## src/rtl/dma_irq_pkg.sv

```systemverilog
package dma_irq_pkg;
  localparam int unsigned ADDR_W = 4;
  localparam int unsigned DATA_W = 32;

  localparam logic [ADDR_W-1:0] GRP_TX_BASE  = 4'd0;
  localparam logic [ADDR_W-1:0] GRP_RX_BASE  = 4'd4;
  localparam logic [ADDR_W-1:0] GRP_MAC_BASE = 4'd8;
  localparam logic [ADDR_W-1:0] ADDR_VEC     = 4'd12;
  localparam logic [ADDR_W-1:0] ADDR_EOI     = 4'd13;

  // offsets inside a group
  localparam logic [ADDR_W-1:0] OFS_RAW  = 4'd0;
  localparam logic [ADDR_W-1:0] OFS_MSK  = 4'd1;
  localparam logic [ADDR_W-1:0] OFS_SET  = 4'd2;
  localparam logic [ADDR_W-1:0] OFS_CLR  = 4'd3;

  localparam int unsigned VEC_TX_BIT   = 16;
  localparam int unsigned VEC_RX_BIT   = 17;
  localparam int unsigned VEC_HOST_BIT = 18;
  localparam int unsigned VEC_STAT_BIT = 19;

  localparam int unsigned MAC_SRCS = 2;
endpackage

```

## src/rtl/irq_src_group.sv

```systemverilog
module irq_src_group
  import dma_irq_pkg::*;
#(
  parameter int unsigned     N    = 8,
  parameter logic [ADDR_W-1:0] BASE = 4'd0
) (
  input  logic              clk_i,
  input  logic              rst_ni,
  input  logic              we_i,
  input  logic [ADDR_W-1:0] addr_i,
  input  logic [N-1:0]      wdata_i,
  input  logic [N-1:0]      evt_i,
  input  logic [N-1:0]      ack_i,
  output logic [N-1:0]      raw_o,
  output logic [N-1:0]      mask_o,
  output logic [N-1:0]      masked_o
);
  logic set_hit, clr_hit;
  logic [N-1:0] raw_q, mask_q;

  assign set_hit = we_i && (addr_i == BASE + OFS_SET);
  assign clr_hit = we_i && (addr_i == BASE + OFS_CLR);

  always_ff @(posedge clk_i or negedge rst_ni) begin
    if (!rst_ni) begin
      raw_q  <= '0;
      mask_q <= '0;
    end else begin
      raw_q <= (raw_q & ~ack_i) | evt_i;  // new event beats ack
      if (set_hit)      mask_q <= mask_q | wdata_i;
      else if (clr_hit) mask_q <= mask_q & ~wdata_i;
    end
  end

  assign raw_o    = raw_q;
  assign mask_o   = mask_q;
  assign masked_o = raw_q & mask_q;
endmodule

```

## src/rtl/irq_prio_enc.sv

```systemverilog
module irq_prio_enc #(
  parameter int unsigned N   = 8,
  localparam int unsigned IW = (N > 1) ? $clog2(N) : 1
) (
  input  logic [N-1:0]  pend_i,
  output logic [IW-1:0] idx_o,
  output logic          any_o
);
  always_comb begin
    idx_o = '0;
    for (int i = N - 1; i >= 0; i--) begin
      if (pend_i[i]) idx_o = IW'(i);
    end
  end
  assign any_o = |pend_i;
endmodule

```

## src/rtl/dma_irq_vec_ctrl.sv

```systemverilog
module dma_irq_vec_ctrl
  import dma_irq_pkg::*;
#(
  parameter int unsigned NUM_CH = 8,
  localparam int unsigned CH_W  = (NUM_CH > 1) ? $clog2(NUM_CH) : 1
) (
  input  logic              clk_i,
  input  logic              rst_ni,
  input  logic              reg_we_i,
  input  logic [ADDR_W-1:0] reg_addr_i,
  input  logic [NUM_CH-1:0] reg_wdata_i,
  output logic [DATA_W-1:0] reg_rdata_o,
  input  logic [NUM_CH-1:0] tx_evt_i,
  input  logic [NUM_CH-1:0] rx_evt_i,
  input  logic [MAC_SRCS-1:0] mac_evt_i,
  input  logic [NUM_CH-1:0] tx_ack_i,
  input  logic [NUM_CH-1:0] rx_ack_i,
  input  logic [MAC_SRCS-1:0] mac_ack_i,
  output logic              irq_o
);
  logic [NUM_CH-1:0]   tx_raw, tx_mask, tx_masked;
  logic [NUM_CH-1:0]   rx_raw, rx_mask, rx_masked;
  logic [MAC_SRCS-1:0] mac_raw, mac_mask, mac_masked;
  logic [CH_W-1:0]     tx_idx, rx_idx;
  logic                tx_any, rx_any, any_masked;
  logic [DATA_W-1:0]   vec;
  logic                armed_q, irq_q, eoi_wr;

  irq_src_group #(.N(NUM_CH), .BASE(GRP_TX_BASE)) u_tx (
    .clk_i, .rst_ni, .we_i(reg_we_i), .addr_i(reg_addr_i), .wdata_i(reg_wdata_i),
    .evt_i(tx_evt_i), .ack_i(tx_ack_i),
    .raw_o(tx_raw), .mask_o(tx_mask), .masked_o(tx_masked));

  irq_src_group #(.N(NUM_CH), .BASE(GRP_RX_BASE)) u_rx (
    .clk_i, .rst_ni, .we_i(reg_we_i), .addr_i(reg_addr_i), .wdata_i(reg_wdata_i),
    .evt_i(rx_evt_i), .ack_i(rx_ack_i),
    .raw_o(rx_raw), .mask_o(rx_mask), .masked_o(rx_masked));

  irq_src_group #(.N(MAC_SRCS), .BASE(GRP_MAC_BASE)) u_mac (
    .clk_i, .rst_ni, .we_i(reg_we_i), .addr_i(reg_addr_i),
    .wdata_i(reg_wdata_i[MAC_SRCS-1:0]),
    .evt_i(mac_evt_i), .ack_i(mac_ack_i),
    .raw_o(mac_raw), .mask_o(mac_mask), .masked_o(mac_masked));

  irq_prio_enc #(.N(NUM_CH)) u_tx_enc (.pend_i(tx_masked), .idx_o(tx_idx), .any_o(tx_any));
  irq_prio_enc #(.N(NUM_CH)) u_rx_enc (.pend_i(rx_masked), .idx_o(rx_idx), .any_o(rx_any));

  always_comb begin
    vec               = '0;
    vec[VEC_TX_BIT]   = tx_any;
    vec[VEC_RX_BIT]   = rx_any;
    vec[VEC_HOST_BIT] = mac_masked[0];
    vec[VEC_STAT_BIT] = mac_masked[1];
    vec[CH_W-1:0]     = tx_any ? tx_idx : (rx_any ? rx_idx : '0);
  end

  assign any_masked = tx_any | rx_any | (|mac_masked);
  assign eoi_wr     = reg_we_i && (reg_addr_i == ADDR_EOI);

  // line latches on fire, held until EOI re-arms
  always_ff @(posedge clk_i or negedge rst_ni) begin
    if (!rst_ni) begin
      armed_q <= 1'b1;
      irq_q   <= 1'b0;
    end else if (eoi_wr) begin
      armed_q <= 1'b1;
      irq_q   <= 1'b0;
    end else if (armed_q && any_masked) begin
      armed_q <= 1'b0;
      irq_q   <= 1'b1;
    end
  end
  assign irq_o = irq_q;

  always_comb begin
    reg_rdata_o = '0;
    unique case (reg_addr_i)
      GRP_TX_BASE  + OFS_RAW: reg_rdata_o = DATA_W'(tx_raw);
      GRP_TX_BASE  + OFS_MSK: reg_rdata_o = DATA_W'(tx_masked);
      GRP_TX_BASE  + OFS_SET,
      GRP_TX_BASE  + OFS_CLR: reg_rdata_o = DATA_W'(tx_mask);
      GRP_RX_BASE  + OFS_RAW: reg_rdata_o = DATA_W'(rx_raw);
      GRP_RX_BASE  + OFS_MSK: reg_rdata_o = DATA_W'(rx_masked);
      GRP_RX_BASE  + OFS_SET,
      GRP_RX_BASE  + OFS_CLR: reg_rdata_o = DATA_W'(rx_mask);
      GRP_MAC_BASE + OFS_RAW: reg_rdata_o = DATA_W'(mac_raw);
      GRP_MAC_BASE + OFS_MSK: reg_rdata_o = DATA_W'(mac_masked);
      GRP_MAC_BASE + OFS_SET,
      GRP_MAC_BASE + OFS_CLR: reg_rdata_o = DATA_W'(mac_mask);
      ADDR_VEC:               reg_rdata_o = vec;
      default:                reg_rdata_o = '0;
    endcase
  end
endmodule

```

## config.mk

```make
export PLATFORM = sky130hd
export DESIGN_NAME = dma_irq_vec_ctrl
export DESIGN_NICKNAME = d
export VERILOG_FILES = /design/src/rtl/dma_irq_pkg.sv /design/src/rtl/irq_src_group.sv /design/src/rtl/irq_prio_enc.sv /design/src/rtl/dma_irq_vec_ctrl.sv
export SDC_FILE = /design/constraint.sdc
export NUM_CORES = 1
export LEC_CHECK = 0
export ABC_AREA = 1
export BUFFER_PORTS_ARGS = -buffer_cell sky130_fd_sc_hd__buf_2
export CORE_MARGIN = 1.5
export CORE_UTILIZATION = 37
export DETAILED_ROUTE_END_ITERATION = 8
export SYNTH_ARGS = -nofsm -noshare
export SYNTH_HDL_FRONTEND = slang
export SYNTH_SLANG_ARGS = --single-unit
```

## constraint.sdc

```tcl
create_clock -name clk_i -period 1.5 [get_ports clk_i]
set_input_delay 0.15 -clock clk_i [delete_from_list [all_inputs] [get_ports clk_i]]
set_output_delay 0.15 -clock clk_i [all_outputs]
set_load 0.01 [all_outputs]
```

# Yosys cells after proc, flatten, opt, wreduce, memory -nomap -nowiden
# Cells that the tools add are included.
# classes
reduce_logical	19
muxes	29
eq_ne	13
bitwise	22
# ops
operator	n
$pmux 20 s10	1
$mux 3	18
$and 8x8->8	6
$mux 8	4
$or 8x8->8	4
$eq 4x4->1 const B	6
$not 8->8	3
$eq 4x3->1 const B	4
$reduce_or 8->1	2
$eq 4x2->1 const B	2
$logic_and 1x1->1	8
$reduce_bool 2->1	4
$reduce_or 2->1	4
$and 2x2->2	3
$eq 4x1->1 const B	1
$logic_not 4->1	1
$mux 1	4
$mux 2	2
$not 2->2	2
$or 2x2->2	2
$or 1x1->1	2
# word_totals
regBits	38
out_inout_bits	33
in_bits	51
word_cells	91

# Depth between registers and ports, before layout
# Gate-level depths: netlist of run 1.
# depth
depth_word	12
mapped_depth	12
depth_no_buf	12

# By module
# Synthesis of run 1 repeated with hierarchy kept, for this count alone.
# hier_totals
cells_unflattened	429
hier_area_um2	2829.0
# modules_own_cells
mod	area_each_um2	seq_area_each_um2	cells_each	instances
dma_irq_vec_ctrl	888.4	51.3	180	1
irq_src_group (u_rx)	777.0	400.4	90	1
irq_src_group (u_tx)	758.2	400.4	87	1
irq_src_group (u_mac)	207.7	100.1	28	1
irq_prio_enc	98.8	0.0	22	2

# Least setup slack after synthesis of run 1
# Ideal clock, no wire load.
# synth_timing
path_type	register to output
from	register with a tool-made name
to	output reg_rdata_o[0]
setup_slack_ps	149
path_buffers	0
path_stages_with_launch	10
required_time_ps	1350
arrival_ps	1201
cell_sequence	dfrtp_1 -> nand2_1 -> nand2_1 -> nor2_1 -> nand4_1 -> nor2_1 -> nand2_1 -> nand2_1 -> nand2_1 -> a21oi_1
# synth_lines
element	line	rtl
to (decl)	dma_irq_vec_ctrl.sv:12	output logic [DATA_W-1:0] reg_rdata_o,

# Final worst setup path of run 1
# layout_timing
from	register u_tx.raw_q[2], in the netlist u_tx.raw_o[2]
to	output reg_rdata_o[2]
# layout_between
elab_chain_len	6
word_cells_on_any_way	7
cone_classes	mux (5); bitwise (1); reduce/logical (1)
# layout_rtl
element	line	rtl
from (decl)	irq_src_group.sv:19	logic [N-1:0] raw_q, mask_q;
from (signal assigned)	irq_src_group.sv:29	raw_q <= (raw_q & ~ack_i) | evt_i;
$and 8x8->8	irq_src_group.sv:37	assign masked_o = raw_q & mask_q;
$mux 3 (3 in series)	irq_prio_enc.sv:12	if (pend_i[i]) idx_o = IW'(i);
$mux 3	dma_irq_vec_ctrl.sv:54	vec[CH_W-1:0] = tx_any ? tx_idx : (rx_any ? rx_idx : '0);
$pmux 20 s10 (*)	dma_irq_vec_ctrl.sv:77	unique case (reg_addr_i)
# Mark *: on every way between the ends. The rest lies on a longest branch, timed or not.

==> impl_metrics.toml, run 1 <==
[grt]
grt_usage_pct = 20.24
grt_max_degree = 39
grt_overflow = 0
grt_pass1_wl_um = 10030
antenna_found_initial = 0
grt_pass1_vias = 2183

[power]
power_density_nw_per_um2 = 1029
leakage_nw = 1.693
vdd_drop_max_mv = 0.4811
p_total_mw = 3.228

[detailed_routing]
drt-initial-drc-count = 187
routedWlPerCell_um = 12.91
drtAntennaViolNets = 0
viasPerCell = 4.816
vias = 2336
firstDrtPassIters = 7
wl_um = 6260
drc_errors = 0

[sta]
finalMaxSlewViolations = 0
timing.final.ws_setup_ps = -257.4
timing.fmax_mhz = 569.0
timing.hold.ws_ps = 13.39
setup_violations = 7
hold_violations = 0
fin_crit_ps = 1757
setup_tns_ps = -835.6
rsz0062_at_grt = "true"
finalCritPeriodShare_pct = 117.2
clock_skew_ps = 3.138

[critical_path]
cpMostUsedCell = "nand3_1"
start_kind = "flip-flop"
path_delay_family = "flip-flops"
worstPathArrival_ps = 1610
path_cells = "buf_4, nand3_1, o21ai_0, a221oi_1, nand3_1, buf_2"
cp_max_fo = 2
cpPeakStageDelay_ps = 400
worst-endpoint-required_ps = 1350
critPathKind = "reg2out"
crit_slowest_cell = "dfrtp_1"
path_buf_inv = 2
cp-end-kind = "output port"

[die]
die_w_um = 81.04
num_io_pins = 84
die_y_um = 81.04
die_area_um2 = 6567
start_util_pct = 38.29
core-area_um2 = 5886
rows = 28

[synth]
synth_compound_area_share_pct = 23.21
yosys.area_share.simple_pct = 18.77
ys_top_cells_by_count = "nand2_1, inv_1, dfrtp_1, o21ai_0, buf_4"
synth_top_area_cell = "dfrtp_1"
async_reset_ff_share_pct = 100.0
yosys.area.top_type_share_pct = 41.09
synth_top_family_by_area = "compound AO/OA/AOI/OAI gates"
yosysWarnings = 0
syn_avg_cell_area_um2 = 7.486
synth_edf_count = 0
postSynthCellCount = 301
yosysMostFrequentCell = "nand2_1"
synth_seq_area_share_pct = 42.25
synth_xor_area_share_pct = 0
synthDistinctLibCells = 25
synth_ff_type = "dfrtp_1"
synth_adder_area_share_pct = 0
synthTopCellsByArea = "dfrtp_1, nand2_1, inv_1, buf_4, o21ai_0"
yosys_register_bits = 38
synthMuxAreaShare_pct = 0
synth.cell_area_um2 = 2253

[place]
place_inst = 464
io_buffer_count = 63
placed_area_um2 = 2809
hpwl_um = 4721
place_ws_ps = -7.829
gp_congestion = 0.9155

[clocking]
insertion_delay_ps = 300
numCtsBuffers = 5
clockBufferDepth = 2
cts_root_buf = "clkbuf_8"
cts_max_level = 2
clock-sinks = 38
cts_tree = "yes"
clk_pin_slew_ps = 80

[layout]
seq_area_um2 = 952.2
final_area_um2 = 3137
finalNonFillerCells = 485
drive_above_1_share_pct = 37.07
post-route-util_pct = 53.30
multi_input_area_um2 = 1127
nets = 460
num_antenna_cells = 0
fillCellCount = 568
synthToLayoutAreaGrowth_pct = 39.20

[run_status]
violations = "negative setup slack"
status = "finished, violations left"

[worst_hold_path]
hold_path_class = "in2reg"

[run]
maxCapViolations = 0
-- area by class of cell --
| class | instances | share of cell area, % |
|---|---|---|
| Clock buffer | 6 | 2.314 |
| Clock inverter | 2 | 1.197 |
| Inverter | 49 | 5.864 |
| Multi-Input combinational cell | 210 | 35.94 |
| Sequential cell | 38 | 30.35 |
| Tap cell | 75 | 2.992 |
| Timing Repair Buffer | 105 | 21.34 |
-- logic make-up (layout without fill, tap and decap cells) --
logic type | count (synthesis) | in the layout
AOI/OAI and AO/OA | 87 | 87
buffers and inverters | 72 | 162
DFF | 38 | 38
other | 1 | 20
and+or+nand+nor | 103 | 103
-- cells in the final DEF (no fill, tap or decap), types with 11 or more instances in the layout --
cell / n
nand2_1: 53
nand2_2: 15
o21ai_0: 28
inv_1: 41
o21bai_1: 18
buf_2: 63
dfrtp_1: 37
nor2_1: 14
a21oi_1: 11
o21ai_1: 12
buf_4: 36
conb_1: 20
-- power by group --
part / internal, mW / leakage (nW) / total, mW / switching [mW]
sequential: 1.16 / 0.444 / 1.28 / 0.119
clock: 0.496 / 0.0514 / 0.892 / 0.395
combinational: 0.494 / 1.20 / 1.05 / 0.559
-- per-layer routing --
metal | vias to the layer above | wire [um] | track usage [%] | share of wire, %
met3 | 15 | 419 | 4.270 | 6.7
li1 | 1164 | - | - | -
met1 | 1056 | 2809 | 26.52 | 45
met2 | 101 | 2927 | 32.33 | 47
met4 | 0 | 104 | 8.448 | 1.7
met5 | - | 0 | 0 | 0
-- path summary, 6_finish.rpt --
| kind | to | slack [ps] | depth (start not counted) | from |
|---|---|---|---|---|
| worst max register to register | irq_o$_DFFE_PN0P_ | 40 | 10 | u_tx.raw_o[0]$_DFF_PN0_ |
| min in group asynchronous | async pin | 340 | 3 | rst_ni |
| worst min-delay path | u_tx.raw_o[3]$_DFF_PN0_ | 10 | 2 | tx_ack_i[3] |
| max in group asynchronous | armed_q$_DFFE_PN1P_ | 900 | 3 | rst_ni |
| worst max-delay path | reg_rdata_o[2] | -260 | 6 | u_tx.raw_o[2]$_DFF_PN0_ |
| worst min register to register | armed_q$_DFFE_PN1P_ | 490 | 2 | armed_q$_DFFE_PN1P_ |
-- worst reg2reg max path, cell delays in order, from the launching register on --
cell	delay [ps]
dfrtp_1	410
nand2_2	80
nand2_2	70
nor2_4	120
nand2_1	70
nor2_2	110
buf_4	130
buf_4	90
nand4_1	90
a21oi_1	150
nor2_1	50
-- timing repair --
item / in CTS / in global routing
pin swaps: 5 / 8
resized for setup: 19 / 21
setup buffers: 9 / 5
setup endpoints to repair: 9 / 11
endpoints found under the hold margin: 37 / 0
gates cloned: 0 / 0
hold buffers: 1 / 0
No activity file was read; power rests on OpenSTA's default activity.
==> run 2, diff against run 1 <==
==> constraint.sdc (replaced) <==
create_clock -name clk_i -period 1.8 [get_ports clk_i]
set_input_delay 0.18 -clock clk_i [delete_from_list [all_inputs] [get_ports clk_i]]
set_output_delay 0.18 -clock clk_i [all_outputs]
set_load 0.01 [all_outputs]
==> impl_metrics.toml, run 2 (synthesis results as in run 1) <==
[critical_path]
worst-endpoint-required_ps = 1620
cpPeakStageDelay_ps = 410
worstPathArrival_ps = 1640
path_buf_inv = 1
reg2reg_slack_ps = 360
cp-end-kind = "output port"
cp_max_fo = 3
start_kind = "flip-flop"
path_delay_family = "simple AND/OR/NAND/NOR gates"
critPathKind = "reg2out"
crit_slowest_cell = "dfrtp_1"
cpMostUsedCell = "nand2_1"
path_cells = "nand2_2, nand2_4, nor2_4, nand4_1, nor2_1, nand2_1, nand2_1, nand2_1, a21oi_1, buf_2"

[clocking]
clock-sinks = 38
cts_root_buf = "clkbuf_8"
numCtsBuffers = 5
clk_pin_slew_ps = 80
cts_max_level = 2
insertion_delay_ps = 290
cts_tree = "yes"
clockBufferDepth = 2

[die]
core-area_um2 = 5886
rows = 28
die_w_um = 81.04
die_y_um = 81.04
start_util_pct = 38.29
num_io_pins = 84
die_area_um2 = 6567

[grt]
grt_pass1_wl_um = 8901
grt_pass1_vias = 1894
grt_util_met3_pct = 2.135
grt_overflow = 0
met1_usage_pct = 26.01
antenna_found_initial = 0
grt_max_degree = 39
met2_usage_pct = 27.58
grt_usage_pct = 17.99
busiest_layer = "met2"

[place]
hpwl_um = 4279
gp_congestion = 0.8727
io_buffer_count = 63
place_inst = 437

[layout]
seq_area_um2 = 952.2
multi_input_area_um2 = 1084
finalNonFillerCells = 455
fillCellCount = 607
most-common-layout-cells = "buf_2, nand2_1, inv_1"
layout_commonest_cell = "buf_2"
num_antenna_cells = 0
nets = 430
synthToLayoutAreaGrowth_pct = 27.10
drive_above_1_share_pct = 28.95

[sta]
clock_skew_ps = 2.328
timing.fmax_mhz = 548.9
setup_tns_ps = -21.91
hold_violations = 0
finalMaxSlewViolations = 0
rsz0062_at_grt = "true"
timing.hold.ws_ps = 52.42
finalCritPeriodShare_pct = 101.2
timing.final.ws_setup_ps = -21.91
setup_violations = 1
fin_crit_ps = 1822

[detailed_routing]
routedWlPerCell_um = 12.66
drtAntennaViolNets = 0
drc_errors = 0
firstDrtPassIters = 4
wl_um = 5761
vias = 2176
viasPerCell = 4.782
drt-initial-drc-count = 151

[power]
vdd_drop_max_mv = 0.4306
p_total_mw = 2.690
power_density_nw_per_um2 = 939.2
leakage_nw = 1.556

[run]
maxCapViolations = 0

[run_status]
status = "finished, violations left"
violations = "negative setup slack"

[worst_hold_path]
hold_path_class = "in2reg"
-- run 2: cell count changes in the layout (fill, tap and decap cells not counted), moves of 3 or more --
cell / previous run / this run
inv_1: 41 / 44
a221oi_1: 1 / 6
inv_2: 7 / 4
a221oi_2: 5 / 0
a21oi_2: 4 / 0
buf_4: 36 / 11
buf_6: 3 / 0
a21oi_1: 11 / 15
-- run 2: through the flow --
stage | setup WS (ps) | util (%) | area, um^2
floorplan | 419.4 | - | 2325
global placement | 206.9 | 43.86 | 2581
detailed placement | 212.5 | 43.86 | 2581
CTS | -10.95 | 47.68 | 2806
global route | -126.5 | 48.66 | 2864
finish | -21.91 | 48.66 | 2864
-- run 2: report_power, final --
group	total, mW	switching [mW]	internal [mW]
logic	0.682	0.392	0.289
clock network	0.919	0.327	0.592
registers	1.09	0.119	0.970
total	2.69	0.839	1.85
-- run 2: layout make-up --
type / instances / share of cell area (%)
inverter: 49 / 6.422
clock inverter: 2 / 2.097
clock buffer: 6 / 2.883
sequential: 38 / 33.25
multi-input combinational: 210 / 37.83
timing repair buffer: 75 / 14.24
tap: 75 / 3.277
-- run 2: what timing repair did --
action	4_1_cts	5_1_grt
hold buffers	1	0
pin swaps	2	5
hold endpoints to repair	37	0
buffers inserted	6	3
endpoints found under the setup margin	2	3
resized for setup	10	13
-- run 2: final timing paths --
| kind | from | endpoint | cells after the start |
|---|---|---|---|
| worst max register to register | u_tx.raw_o[2]$_DFF_PN0_ | irq_o$_DFFE_PN0P_ | 9 |
| max in group asynchronous | rst_ni | armed_q$_DFFE_PN1P_ | 3 |
| worst min-delay path | tx_ack_i[2] | u_tx.raw_o[2]$_DFF_PN0_ | 2 |
| min in group asynchronous | rst_ni | async pin | 3 |
| worst min register to register | armed_q$_DFFE_PN1P_ | armed_q$_DFFE_PN1P_ | 2 |
| worst max-delay path | u_tx.raw_o[2]$_DFF_PN0_ | reg_rdata_o[0] | 10 |
-- run 2: routing by layer --
layer,up-vias,part of all wire [%]
li1,1102,-
met1,994,47
met2,75,46
met3,5,5.3
met4,0,1.3
met5,-,0
==> run 3, diff against run 2 <==
--- a/config.mk
+++ b/config.mk
@@ -12,4 +12,5 @@
 export DETAILED_ROUTE_END_ITERATION = 8
 export SYNTH_ARGS = -nofsm -noshare
 export SYNTH_HDL_FRONTEND = slang
+export SYNTH_HIERARCHICAL = 1
 export SYNTH_SLANG_ARGS = --single-unit
==> impl_metrics.toml, run 3 <==
[run_status]
status = "finished, violations left"
violations = "negative setup slack"

[critical_path]
cp_max_fo = 4
worstPathArrival_ps = 1940
worst-endpoint-required_ps = 1620
start_kind = "flip-flop"
cp-end-kind = "output port"
critPathKind = "reg2out"
r2r.worst_path.cells = 10
crit_path_end = "reg_rdata_o[0]"
reg2reg_to = "irq_o$_DFFE_PN0P_"
reg2reg_slack_ps = 130

[power]
p_clk_share_pct = 26.5
vdd_drop_max_mv = 0.3201
leakage_nw = 2.110
power_density_nw_per_um2 = 806.2
switching_share_pct = 34.69
power_frac_comb_pct = 34.3
power_frac_seq_pct = 39.2
p_total_mw = 2.809
p_sw_mw = 0.9745
p_int_mw = 1.835

[synth]
synthDistinctLibCells = 27
synth_ff_type = "dfrtp_1"
postSynthCellCount = 429
synth_top_area_cell = "dfrtp_1"
yosys_register_bits = 38
synthMuxAreaShare_pct = 0
synthTopCellsByArea = "dfrtp_1, nand2_1, inv_1, nand3_1, buf_4"
yosysMostFrequentCell = "nand2_1"
synth_adder_area_share_pct = 0
synth_edf_count = 0
async_reset_ff_share_pct = 100.0
yosysWarnings = 6
syn_avg_cell_area_um2 = 6.594
ys_top_cells_by_count = "nand2_1, inv_1, nand3_1, dfrtp_1, nor2_1"
yosys.area.top_type_share_pct = 32.73
synth_compound_area_share_pct = 6.546
yosys.area_share.simple_pct = 41.84
synth_xor_area_share_pct = 0
synth.cell_area_um2 = 2829
synth_top_family_by_area = "simple AND/OR/NAND/NOR gates"
synth_seq_area_share_pct = 33.66

[sta]
setup_violations = 5
fin_crit_ps = 2120
timing.hold.ws_ps = 61.05
rsz0062_at_grt = "true"
timing.final.ws_setup_ps = -319.8
finalMaxSlewViolations = 0
hold_violations = 0
clock_skew_ps = 2.508
finalCritPeriodShare_pct = 117.8
setup_tns_ps = -1099
timing.fmax_mhz = 471.7

[detailed_routing]
drt-initial-drc-count = 148
vias = 2886
viasPerCell = 4.716
drc_errors = 0
firstDrtPassIters = 5
drtAntennaViolNets = 0
wl_um = 7230
routedWlPerCell_um = 11.81

[die]
die_w_um = 90.44
rows = 31
die_area_um2 = 8179
core-area_um2 = 7331
num_io_pins = 84
start_util_pct = 38.59
die_y_um = 90.44

[grt]
grt_overflow = 0
antenna_found_initial = 0
grt_usage_pct = 18.16
grt_pass1_wl_um = 12030
grt_max_degree = 22
grt_pass1_vias = 2621

[clocking]
clockBufferDepth = 2
clk_pin_slew_ps = 70
cts_max_level = 2
cts_root_buf = "clkbuf_8"
clock-sinks = 38
cts_tree = "yes"
insertion_delay_ps = 290
numCtsBuffers = 5

[layout]
finalNonFillerCells = 612
synthToLayoutAreaGrowth_pct = 23.18
most-common-layout-cells = "nand2_1, inv_1, buf_2"
seq_area_um2 = 952.2
layout_commonest_cell = "nand2_1"
drive_above_1_share_pct = 27.10
multi_input_area_um2 = 1493
fillCellCount = 760
post-route-util_pct = 47.53
nets = 564
num_antenna_cells = 0
final_area_um2 = 3485

[place]
hpwl_um = 5506
placed_area_um2 = 3213
gp_congestion = 0.9000
io_buffer_count = 63
place_ws_ps = -3.530
place_inst = 593

[run]
maxCapViolations = 0

[worst_hold_path]
hold_path_class = "in2reg"
[run 3: changes by cell type after synthesis, moves of 9 or more]
cell / previous run / this run
o21ai_0: 31 / 1
a21oi_1: 15 / 5
inv_1: 45 / 73
nand3_1: 10 / 54
nand2_1: 67 / 145
o21ai_1: 9 / 0
nand4_1: 2 / 12
[run 3: worst min path at each step]
stage                startpoint                 endpoint  slack (ps)  cells past startpoint
floorplan                rst_ni        irq_o$_DFFE_PN0P_        -120                      0
detailed placement       rst_ni                async pin         160                      1
finish              rx_ack_i[1]  u_rx/raw_o[1]$_DFF_PN0_          60                      2
CTS                 rx_ack_i[1]  u_rx/raw_o[1]$_DFF_PN0_          50                      2
global placement         rst_ni                async pin         150                      1
global route        rx_ack_i[1]  u_rx/raw_o[1]$_DFF_PN0_          50                      2
[run 3: kinds of logic after synthesis]
logic type             count (synthesis)
buffers and inverters                105
other                                  1
AOI/OAI and AO/OA                     27
DFF                                   38
and+or+nand+nor                      258
[run 3: area by class of cell]
class | count | share of cell area [%]
clock inverters | 1 | 0.8618
clock buffers | 6 | 2.370
multi-input cells | 305 | 42.84
well taps | 99 | 3.555
flip-flops and latches | 38 | 27.32
inverters | 81 | 8.977
repair buffers | 82 | 14.08
[run 3: power by group through the flow]
stage | sequential (mW) | combinational, mW | clock [mW]
after floorplan | 1.08 | 0.542 | 0
final | 1.10 | 0.963 | 0.744
after global routing | 1.12 | 1.07 | 0.794
after global placement | 1.11 | 0.748 | 0
after CTS | 1.10 | 0.885 | 0.762
after detailed placement | 1.12 | 0.760 | 0
[run 3: worst max-delay path: stages (launching register included)]
cell	delay (ps)
dfrtp_1	380
nand2_1	80
inv_2	40
or2_1	240
nor3_2	200
nand2_2	110
inv_2	100
nand3_1	100
a21oi_2	140
nor2_1	60
nand3_1	70
buf_2	130
[run 3: timing repair]
item / 4_1_cts / 5_1_grt
pin swaps: 5 / 7
gates resized for setup: 15 / 14
setup buffers: 9 / 7
hold buffers: 1 / 0
hold endpoints to repair: 16 / 0
setup endpoints to repair: 5 / 7
[run 3: layer usage]
layer,GRT usage [%],up-vias,wire length [um]
met5,0,-,0
met4,4.894,0,116
met3,3.872,13,486
met2,28.54,121,3245
met1,25.21,1301,3381
li1,-,1451,-
